--- config.mk ---
export PLATFORM = sky130hd
export DESIGN_NAME = tlb_lookup
export DESIGN_NICKNAME = d
export VERILOG_FILES = /design/src/rtl/tlb_pkg.sv /design/src/rtl/tlb_ctrl.sv /design/src/rtl/tlb_datapath.sv /design/src/rtl/tlb_lookup.sv
export SDC_FILE = /design/constraint.sdc
export NUM_CORES = 2
export LEC_CHECK = 0
export BUFFER_PORTS_ARGS = -buffer_cell sky130_fd_sc_hd__buf_2
export CAP_MARGIN = 30
export CORE_ASPECT_RATIO = 1.5
export CORE_MARGIN = 2
export CORE_UTILIZATION = 50
export DETAILED_ROUTE_END_ITERATION = 16
export PLACE_DENSITY = 0.68
export REMOVE_ABC_BUFFERS = 1
export SYNTH_ARGS = -nofsm -noshare
export SYNTH_HDL_FRONTEND = slang
export SYNTH_SLANG_ARGS = --single-unit
--- constraint.sdc ---
create_clock -name clk -period 5.22 [get_ports clk]
set_input_delay 0.522 -clock clk [delete_from_list [all_inputs] [get_ports clk]]
set_output_delay 0.522 -clock clk [all_outputs]
set_load 0.005 [all_outputs]
--- src/rtl/tlb_pkg.sv ---
package tlb_pkg;

  // Entry flag positions (software-visible through the write port)
  localparam int FLAG_EXEC   = 0;
  localparam int FLAG_WRITE  = 1;
  localparam int FLAG_KERNEL = 2;
  localparam int FLAG_VALID  = 3;
  localparam int FLAG_GLOBAL = 4;
  localparam int FLAG_W      = 5;

  // Check-enable positions
  localparam int CHK_VALID  = 0;
  localparam int CHK_EXEC   = 1;
  localparam int CHK_KERNEL = 2;
  localparam int CHK_WRITE  = 3;
  localparam int CHK_W      = 4;

  // Replacement LFSR
  localparam int              LFSR_W    = 16;
  localparam logic [LFSR_W-1:0] LFSR_SEED = 16'hCCCC;
  localparam logic [LFSR_W-1:0] LFSR_TAPS = 16'h8805;

  // Cause register layout: kind field position
  localparam int KIND_LSB = 8;

  localparam int VEC_W = 4;
  localparam logic [VEC_W-1:0] VEC_BASE_FETCH = 4'd4;
  localparam logic [VEC_W-1:0] VEC_BASE_DATA  = 4'd8;

  localparam logic [1:0] OFF_MISS    = 2'd0;
  localparam logic [1:0] OFF_INVALID = 2'd1;
  localparam logic [1:0] OFF_KERNEL  = 2'd2;
  localparam logic [1:0] OFF_PERM    = 2'd3;

  typedef enum logic [1:0] {
    ACC_READ  = 2'd0,
    ACC_WRITE = 2'd1,
    ACC_FETCH = 2'd2,
    ACC_ALT   = 2'd3
  } accKind_t;

  // Strobes from control to datapath
  typedef struct packed {
    logic capture;   // register a lookup result
    logic logFault;  // load cause and select registers
    logic stepLfsr;  // advance replacement LFSR
  } ctrlStrobe_t;

endpackage

--- src/rtl/tlb_ctrl.sv ---
module tlb_ctrl
  import tlb_pkg::*;
#(
  parameter int WAY_W = 2
) (
  input  logic             clk,
  input  logic             rstN,
  input  logic             reqValid,
  input  logic             reqDebug,
  input  logic             lookupFault,
  output ctrlStrobe_t      strobe,
  output logic [WAY_W-1:0] refillWay
);

  logic [LFSR_W-1:0] lfsrQ;
  logic              feedBit;

  assign strobe.capture  = reqValid;
  assign strobe.logFault = reqValid && lookupFault && !reqDebug;
  assign strobe.stepLfsr = reqValid && lookupFault && !reqDebug;

  assign feedBit = ^(lfsrQ & LFSR_TAPS);

  always_ff @(posedge clk or negedge rstN) begin
    if (!rstN) begin
      lfsrQ <= LFSR_SEED;
    end else if (strobe.stepLfsr) begin
      lfsrQ <= {feedBit, lfsrQ[LFSR_W-1:1]};
    end
  end

  // Way chosen before the step takes effect
  assign refillWay = lfsrQ[WAY_W-1:0];

  // LFSR only moves on a logged fault
  p_lfsr_hold_r9: assert property (@(posedge clk) disable iff (!rstN)
    !strobe.stepLfsr |=> $stable(lfsrQ));

  // the generator never falls into the all-zero state
  p_lfsr_live_r9: assert property (@(posedge clk) disable iff (!rstN)
    lfsrQ != '0);

endmodule

--- src/rtl/tlb_datapath.sv ---
module tlb_datapath
  import tlb_pkg::*;
#(
  parameter int WAYS      = 4,
  parameter int ROWS      = 16,
  parameter int ADDR_W    = 32,
  parameter int PAGE_BITS = 13,
  parameter int PID_W     = 8,
  localparam int IDX_W    = $clog2(ROWS),
  localparam int WAY_W    = $clog2(WAYS),
  localparam int VPN_W    = ADDR_W - PAGE_BITS,
  localparam int SEL_W    = IDX_W + WAY_W
) (
  input  logic                 clk,
  input  logic                 rstN,
  input  logic                 wrEn,
  input  logic [WAY_W-1:0]     wrWay,
  input  logic [IDX_W-1:0]     wrIdx,
  input  logic [VPN_W-1:0]     wrVpn,
  input  logic [PID_W-1:0]     wrPid,
  input  logic [VPN_W-1:0]     wrPfn,
  input  logic [FLAG_W-1:0]    wrFlags,
  input  logic [CHK_W-1:0]     checkEn,
  input  logic [ADDR_W-1:0]    reqAddr,
  input  logic [PID_W-1:0]     reqPid,
  input  logic [1:0]           reqKind,
  input  logic                 reqUser,
  input  logic [WAY_W-1:0]     refillWay,
  input  ctrlStrobe_t          strobe,
  output logic                 lookupFault,
  output logic                 rspValid,
  output logic                 rspFault,
  output logic [VEC_W-1:0]     rspVector,
  output logic [ADDR_W-1:0]    rspPhys,
  output logic                 rspRead,
  output logic                 rspWrite,
  output logic                 rspExec,
  output logic [ADDR_W-1:0]    causeReg,
  output logic [SEL_W-1:0]     selReg
);

  typedef struct packed {
    logic [VPN_W-1:0]  vpn;
    logic [PID_W-1:0]  pid;
    logic [VPN_W-1:0]  pfn;
    logic [FLAG_W-1:0] flags;
  } entry_t;

  entry_t entryMem [WAYS][ROWS];

  // ---------------- entry storage ----------------
  always_ff @(posedge clk or negedge rstN) begin
    if (!rstN) begin
      for (int w = 0; w < WAYS; w++) begin
        for (int r = 0; r < ROWS; r++) begin
          entryMem[w][r] <= '0;
        end
      end
    end else if (wrEn) begin
      entryMem[wrWay][wrIdx] <= '{vpn: wrVpn, pid: wrPid, pfn: wrPfn, flags: wrFlags};
    end
  end

  // ---------------- tag compare ----------------
  logic [VPN_W-1:0] reqVpn;
  logic [IDX_W-1:0] reqIdx;
  logic [WAYS-1:0]  wayHit;

  assign reqVpn = reqAddr[ADDR_W-1:PAGE_BITS];
  assign reqIdx = reqVpn[IDX_W-1:0];

  for (genvar w = 0; w < WAYS; w++) begin : g_way
    entry_t rowEntry;
    assign rowEntry  = entryMem[w][reqIdx];
    assign wayHit[w] = (rowEntry.vpn == reqVpn) &&
                       (rowEntry.flags[FLAG_GLOBAL] || (rowEntry.pid == reqPid));
  end

  // Lowest-numbered hitting way wins
  logic             anyHit;
  logic [WAY_W-1:0] hitWay;

  always_comb begin
    anyHit = 1'b0;
    hitWay = '0;
    for (int w = WAYS - 1; w >= 0; w--) begin
      if (wayHit[w]) begin
        anyHit = 1'b1;
        hitWay = WAY_W'(w);
      end
    end
  end

  entry_t hitEntry;
  assign hitEntry = entryMem[hitWay][reqIdx];

  // ---------------- protection checks ----------------
  accKind_t kind;
  logic     isWrite, isFetch;
  logic     kernelTrip, writeTrip, execTrip, validTrip;
  logic [1:0] vecOff;
  logic     faultNow;

  assign kind    = accKind_t'(reqKind);
  assign isWrite = (kind == ACC_WRITE);
  assign isFetch = (kind == ACC_FETCH);

  assign kernelTrip = checkEn[CHK_KERNEL] && hitEntry.flags[FLAG_KERNEL] && reqUser;
  assign writeTrip  = isWrite && checkEn[CHK_WRITE] && !hitEntry.flags[FLAG_WRITE];
  assign execTrip   = isFetch && checkEn[CHK_EXEC]  && !hitEntry.flags[FLAG_EXEC];
  assign validTrip  = checkEn[CHK_VALID] && !hitEntry.flags[FLAG_VALID];

  always_comb begin
    faultNow = 1'b1;
    vecOff   = OFF_MISS;
    if (!anyHit) begin
      vecOff = OFF_MISS;
    end else if (kernelTrip) begin
      vecOff = OFF_KERNEL;
    end else if (writeTrip || execTrip) begin
      vecOff = OFF_PERM;
    end else if (validTrip) begin
      vecOff = OFF_INVALID;
    end else begin
      faultNow = 1'b0;
    end
  end

  assign lookupFault = faultNow;

  logic [VEC_W-1:0]  vecNext;
  logic [ADDR_W-1:0] physNext;
  logic              execGrant;
  accKind_t          causeKind;
  logic [ADDR_W-1:0] causeNext;
  logic [SEL_W-1:0]  selNext;

  assign vecNext   = (isFetch ? VEC_BASE_FETCH : VEC_BASE_DATA) + {2'b00, vecOff};
  assign physNext  = {hitEntry.pfn, reqAddr[PAGE_BITS-1:0]};
  assign execGrant = isFetch && (checkEn[CHK_EXEC] || hitEntry.flags[FLAG_EXEC]);
  assign causeKind = (kind == ACC_ALT) ? ACC_READ : kind;

  always_comb begin
    causeNext = '0;
    causeNext[ADDR_W-1:PAGE_BITS]   = reqVpn;
    causeNext[KIND_LSB+1:KIND_LSB]  = causeKind;
    causeNext[PID_W-1:0]            = reqPid;
  end

  assign selNext = {(anyHit ? hitWay : refillWay), reqIdx};

  // ---------------- result registers ----------------
  always_ff @(posedge clk or negedge rstN) begin
    if (!rstN) begin
      rspValid  <= 1'b0;
      rspFault  <= 1'b0;
      rspVector <= '0;
      rspPhys   <= '0;
      rspRead   <= 1'b0;
      rspWrite  <= 1'b0;
      rspExec   <= 1'b0;
    end else begin
      rspValid <= strobe.capture;
      if (strobe.capture) begin
        rspFault  <= faultNow;
        rspVector <= faultNow ? vecNext : '0;
        rspPhys   <= faultNow ? '0 : physNext;
        rspRead   <= !faultNow;
        rspWrite  <= !faultNow && hitEntry.flags[FLAG_WRITE];
        rspExec   <= !faultNow && execGrant;
      end
    end
  end

  always_ff @(posedge clk or negedge rstN) begin
    if (!rstN) begin
      causeReg <= '0;
      selReg   <= '0;
    end else if (strobe.logFault) begin
      causeReg <= causeNext;
      selReg   <= selNext;
    end
  end

  // a fault grants nothing and returns no address
  p_fault_clears_perms_r6: assert property (@(posedge clk) disable iff (!rstN)
    (rspValid && rspFault) |-> (!rspRead && !rspWrite && !rspExec && (rspPhys == '0)));

  // a successful lookup always grants read and reports no vector
  p_success_reads_r3: assert property (@(posedge clk) disable iff (!rstN)
    (rspValid && !rspFault) |-> (rspRead && (rspVector == '0)));

  // logged fault records the searched row
  p_sel_index_r7: assert property (@(posedge clk) disable iff (!rstN)
    strobe.logFault |=> (selReg[IDX_W-1:0] == $past(reqIdx)));

endmodule

--- src/rtl/tlb_lookup.sv ---
module tlb_lookup
  import tlb_pkg::*;
#(
  parameter int WAYS      = 4,
  parameter int ROWS      = 16,
  parameter int ADDR_W    = 32,
  parameter int PAGE_BITS = 13,
  parameter int PID_W     = 8,
  localparam int IDX_W    = $clog2(ROWS),
  localparam int WAY_W    = $clog2(WAYS),
  localparam int VPN_W    = ADDR_W - PAGE_BITS,
  localparam int SEL_W    = IDX_W + WAY_W
) (
  input  logic              clk,
  input  logic              rstN,
  input  logic              wrEn,
  input  logic [WAY_W-1:0]  wrWay,
  input  logic [IDX_W-1:0]  wrIdx,
  input  logic [VPN_W-1:0]  wrVpn,
  input  logic [PID_W-1:0]  wrPid,
  input  logic [VPN_W-1:0]  wrPfn,
  input  logic [4:0]        wrFlags,
  input  logic [3:0]        checkEn,
  input  logic              reqValid,
  input  logic [ADDR_W-1:0] reqAddr,
  input  logic [PID_W-1:0]  reqPid,
  input  logic [1:0]        reqKind,
  input  logic              reqUser,
  input  logic              reqDebug,
  output logic              rspValid,
  output logic              rspFault,
  output logic [3:0]        rspVector,
  output logic [ADDR_W-1:0] rspPhys,
  output logic              rspRead,
  output logic              rspWrite,
  output logic              rspExec,
  output logic [ADDR_W-1:0] causeReg,
  output logic [SEL_W-1:0]  selReg
);

  ctrlStrobe_t      strobe;
  logic             lookupFault;
  logic [WAY_W-1:0] refillWay;

  tlb_ctrl #(.WAY_W(WAY_W)) u_ctrl (
    .clk         (clk),
    .rstN        (rstN),
    .reqValid    (reqValid),
    .reqDebug    (reqDebug),
    .lookupFault (lookupFault),
    .strobe      (strobe),
    .refillWay   (refillWay)
  );

  tlb_datapath #(
    .WAYS      (WAYS),
    .ROWS      (ROWS),
    .ADDR_W    (ADDR_W),
    .PAGE_BITS (PAGE_BITS),
    .PID_W     (PID_W)
  ) u_datapath (
    .clk         (clk),
    .rstN        (rstN),
    .wrEn        (wrEn),
    .wrWay       (wrWay),
    .wrIdx       (wrIdx),
    .wrVpn       (wrVpn),
    .wrPid       (wrPid),
    .wrPfn       (wrPfn),
    .wrFlags     (wrFlags),
    .checkEn     (checkEn),
    .reqAddr     (reqAddr),
    .reqPid      (reqPid),
    .reqKind     (reqKind),
    .reqUser     (reqUser),
    .refillWay   (refillWay),
    .strobe      (strobe),
    .lookupFault (lookupFault),
    .rspValid    (rspValid),
    .rspFault    (rspFault),
    .rspVector   (rspVector),
    .rspPhys     (rspPhys),
    .rspRead     (rspRead),
    .rspWrite    (rspWrite),
    .rspExec     (rspExec),
    .causeReg    (causeReg),
    .selReg      (selReg)
  );

  // every request produces a result on the next cycle
  p_resp_follows_req_r11: assert property (@(posedge clk) disable iff (!rstN)
    reqValid |=> rspValid);

  // no request, no result
  p_idle_no_resp_r11: assert property (@(posedge clk) disable iff (!rstN)
    !reqValid |=> !rspValid);

  // debug probes leave the fault record alone
  p_debug_keeps_state_r10: assert property (@(posedge clk) disable iff (!rstN)
    (reqValid && reqDebug) |=> ($stable(causeReg) && $stable(selReg)));

endmodule

==> metrics.cfg <==
[outcome]
outcome = finished with violations
violations = negative setup slack

[cts]
clock_latency_ps = 940
clock_sinks = 3352
h-tree-depth = 5
cts.clk_slew.worst_paths_ps = 70
cts-root-buf = clkbuf_16
tritoncts = yes
clockBufferDepth = 4
cts-buffers-inserted = 319

[timing]
hold-worst-slack_ps = 60.2
setup_ws_ps = -541
finalHoldViolCount = 0
tightest_slew_ps = 1170
fin_skew_ps = 46.4
setup_viol = 85
relSlewSlack_pct = 21.7
rsz0062_at_grt = yes
slew_violations = 0
min_period_ps = 5760
fmax_mhz = 174
finalCritPeriodShare_pct = 110

[global_routing]
gr-total-overflow = 0
antenna_found_initial = 29
grt_max_degree = 190
grt_pass1_wl_um = 769000
grt.total_usage_pct = 33.3
first_global_vias = 111000

[logic_synthesis]
synthArstFlopShare_pct = 100
synthTopCellsByArea = dfrtp_1, mux2_2, mux4_2
syn_area_um2 = 156000
synth_edf_count = 0
synth_top_area_share_pct = 53.6
synth_top_flop_cell = dfrtp_1
synth_cell_types = 111
postSynthCellCount = 12000
synth_largest_area_cell = dfrtp_1
yosys_warnings = 0
ys_ff_latch = 3352
syn_area_per_cell_um2 = 13.0
synth_seq_area_share_pct = 53.8

[setup_path]
crit_path_end_kind = flop
rr_startpoint = u_datapath.entryMem[501]
crit_top_cell = buf_4
critPathRequiredTime_ps = 6060
crit_fanout = 14
cp.arrival_ps = 6600
critPathMaxStageDelay_ps = 640
rr_worst_depth = 26
rr_endpoint = u_datapath.rspPhys[31]
setup.worst_path.start_class = input port
regToRegSetupSlack_ps = -540
slowest_stage = o22ai_1
worstSetupPathType = in2reg

[route]
drc = 0
viasPerCell = 6.47
vias = 107000
drt-total-wl_um = 534000
drtIter0Drc = 10800
wl_per_cell_um = 32.2
postRouteAntennaNets = 0
dr.pass1.iters = 6

[pwr]
pwr_density_cell_nw_per_um2 = 360
seqPwrFrac_pct = 48.7
power_leakage_uw = 0.0849
total_power_uw = 64300
switching_share_pct = 25.5
combPwrFrac_pct = 13.5
p_clk_share_pct = 37.8
p_int_uw = 47900
ir_drop_v = 0.000306
switching_power_uw = 16400

[finish]
final_layout_size_suffix_gt1_share_pct = 43.5
final_cell_count_no_fill = 16600
nets = 12400
multiInputGateArea_um2 = 67300
area_growth_pct = 14.4
final-seq-area_um2 = 83900
n_fill_cell = 24600

[worst_hold_path]
holdPathEnd = u_datapath.rspExec
hold_depth = 3
hold_path.class = in2reg
min_from = checkEn[1]

[placed_design]
place_hpwl_um = 323000
port-buffer-count = 184
gp_congestion = 0.926
place_inst = 15900

[floorplanning]
die_area_um2 = 317000
core_area_um2 = 311000
die_h_um = 688
fp-row-count = 251
start_util_pct = 50.2
io_pins = 188
fp.dieW_um = 460

[run]
cap_violations = 0

==> cells by family (layout without fill, tap and decap cells) <==
family,Yosys count,count (layout),share of synthesized area [%]
buffers and inverters,1274,1789,3.72
flip-flops,3352,3352,53.8
XOR/XNOR,116,116,0.651
other,1,16,0.00240
AO/OA/AOI/OAI,905,905,4.29
multiplexers,4010,4010,30.8
AND/OR/NAND/NOR,2354,2354,6.80
==> final cells by class <==
type	count	share of cell area [%]
Multi-Input combinational cell	7388	37.7
Inverter	70	0.153
Tap cell	4048	2.84
Clock inverter	103	0.669
Antenna cell	13	0.0182
Sequential cell	3352	47.0
Timing Repair Buffer	1153	6.32
Clock buffer	463	5.33
==> how the worst max path moves through the flow <==
stage | to | startpoint
2_1_floorplan | u_ctrl.lfsrQ[0] | reqAddr[13]
3_3_place_gp | u_datapath.rspPhys[21] | reqAddr[13]
3_5_place_dp | u_datapath.rspPhys[30] | reqAddr[13]
4_1_cts | u_datapath.rspPhys[14] | u_datapath.entryMem[1675]
5_1_grt | u_datapath.rspPhys[26] | u_datapath.entryMem[450]
6_report | u_datapath.rspPhys[31] | reqAddr[14]
==> metal layers <==
layer	vias to the layer above	global-route usage, %	part of all wire [%]
li1	43600	-	-
met1	56700	40.1	37
met2	5128	54.1	48
met3	1815	6.01	7.3
met4	20	24.0	8.6
met5	-	0	0.025
==> cells in the mapped netlist (115+ instances only) <==
library cell,count
dfrtp_1,3344
mux2_2,3298
nand2_1,1411
clkbuf_1,649
mux2i_1,390
nand3_1,354
buf_1,298
mux4_2,280
a31oi_1,181
and3_1,173
a311oi_1,156
buf_2,130
nor2_1,115
==> placed cells by master, fill, tap and decap left out, types with 19 or more instances in the layout <==
cell type,synthesis,layout
dfrtp_1,3344,3344
mux2_2,3298,3291
nand2_1,1411,1363
buf_4,55,700
mux2i_1,390,382
nand3_1,354,342
clkbuf_16,0,332
mux4_2,280,281
buf_12,11,198
buf_2,130,182
a31oi_1,181,180
and3_1,173,173
a311oi_1,156,156
a22oi_1,95,95
nor2_1,115,88
o21ai_0,95,78
clkbuf_8,0,75
xnor2_1,78,74
o22ai_1,66,64
inv_1,64,63
a21oi_1,63,61
nor3_1,63,60
clkbuf_1,649,58
clkinv_2,0,57
nand2_4,0,46
mux2_4,38,45
nand4_1,37,37
xor2_1,38,36
nand2b_1,31,30
or3_1,32,29
dlygate4sd3_1,0,29
o221ai_1,29,27
nor4_1,26,23
nor2_4,0,22
bufinv_16,0,22
o21ai_1,3,20
a211oi_1,21,19
==> timing repair <==
action	CTS	global route
setup endpoints to repair	87	87
cloned	8	2
hold endpoints to repair	83	11
hold buffers	23	6
setup buffers	20	7
pin swaps	28	15
resized for setup	104	30
==> metrics by stage <==
| stage | worst slack [ps] | setup TNS, ps | cell area (µm²) | util, % |
|---|---|---|---|---|
| 2_1_floorplan | -15340 | -1251560 | 151000 | - |
| 3_3_place_gp | -1610 | -125280 | 166000 | 53.3 |
| 3_5_place_dp | -1580 | -125600 | 166000 | 53.4 |
| 4_1_cts | -438 | -32760 | 178000 | 57.2 |
| 5_1_grt | -699 | -52860 | 179000 | 57.4 |
| 6_report | -541 | -40170 | 179000 | 57.4 |
==> state kept, by name, indices dropped and copies added (netlist names), 4 cells and up <==
signal / count
u_datapath.rspPhys: 32
u_datapath.selReg: 6
u_datapath.entryMem: 3264
u_datapath.causeReg: 25
u_ctrl.lfsrQ: 16
u_datapath.rspVector: 4
==> power groups by stage <==
stage / logic (µW) / clock network [µW] / registers, µW
detailed placement: 8490 / 0 / 31700
CTS: 8620 / 24500 / 31200
finish: 8680 / 24300 / 31300
global placement: 8110 / 0 / 31400
global route: 9310 / 25500 / 31600
floorplan: 5280 / 0 / 31000
==> worst max-delay path: cells and delay by family <==
family | cells | cell delay, ps
buffers and inverters | 15 | 2560
AND/OR/NAND/NOR | 7 | 1500
AO/OA/AOI/OAI | 9 | 1840
(Power assumes the default switching activity.)
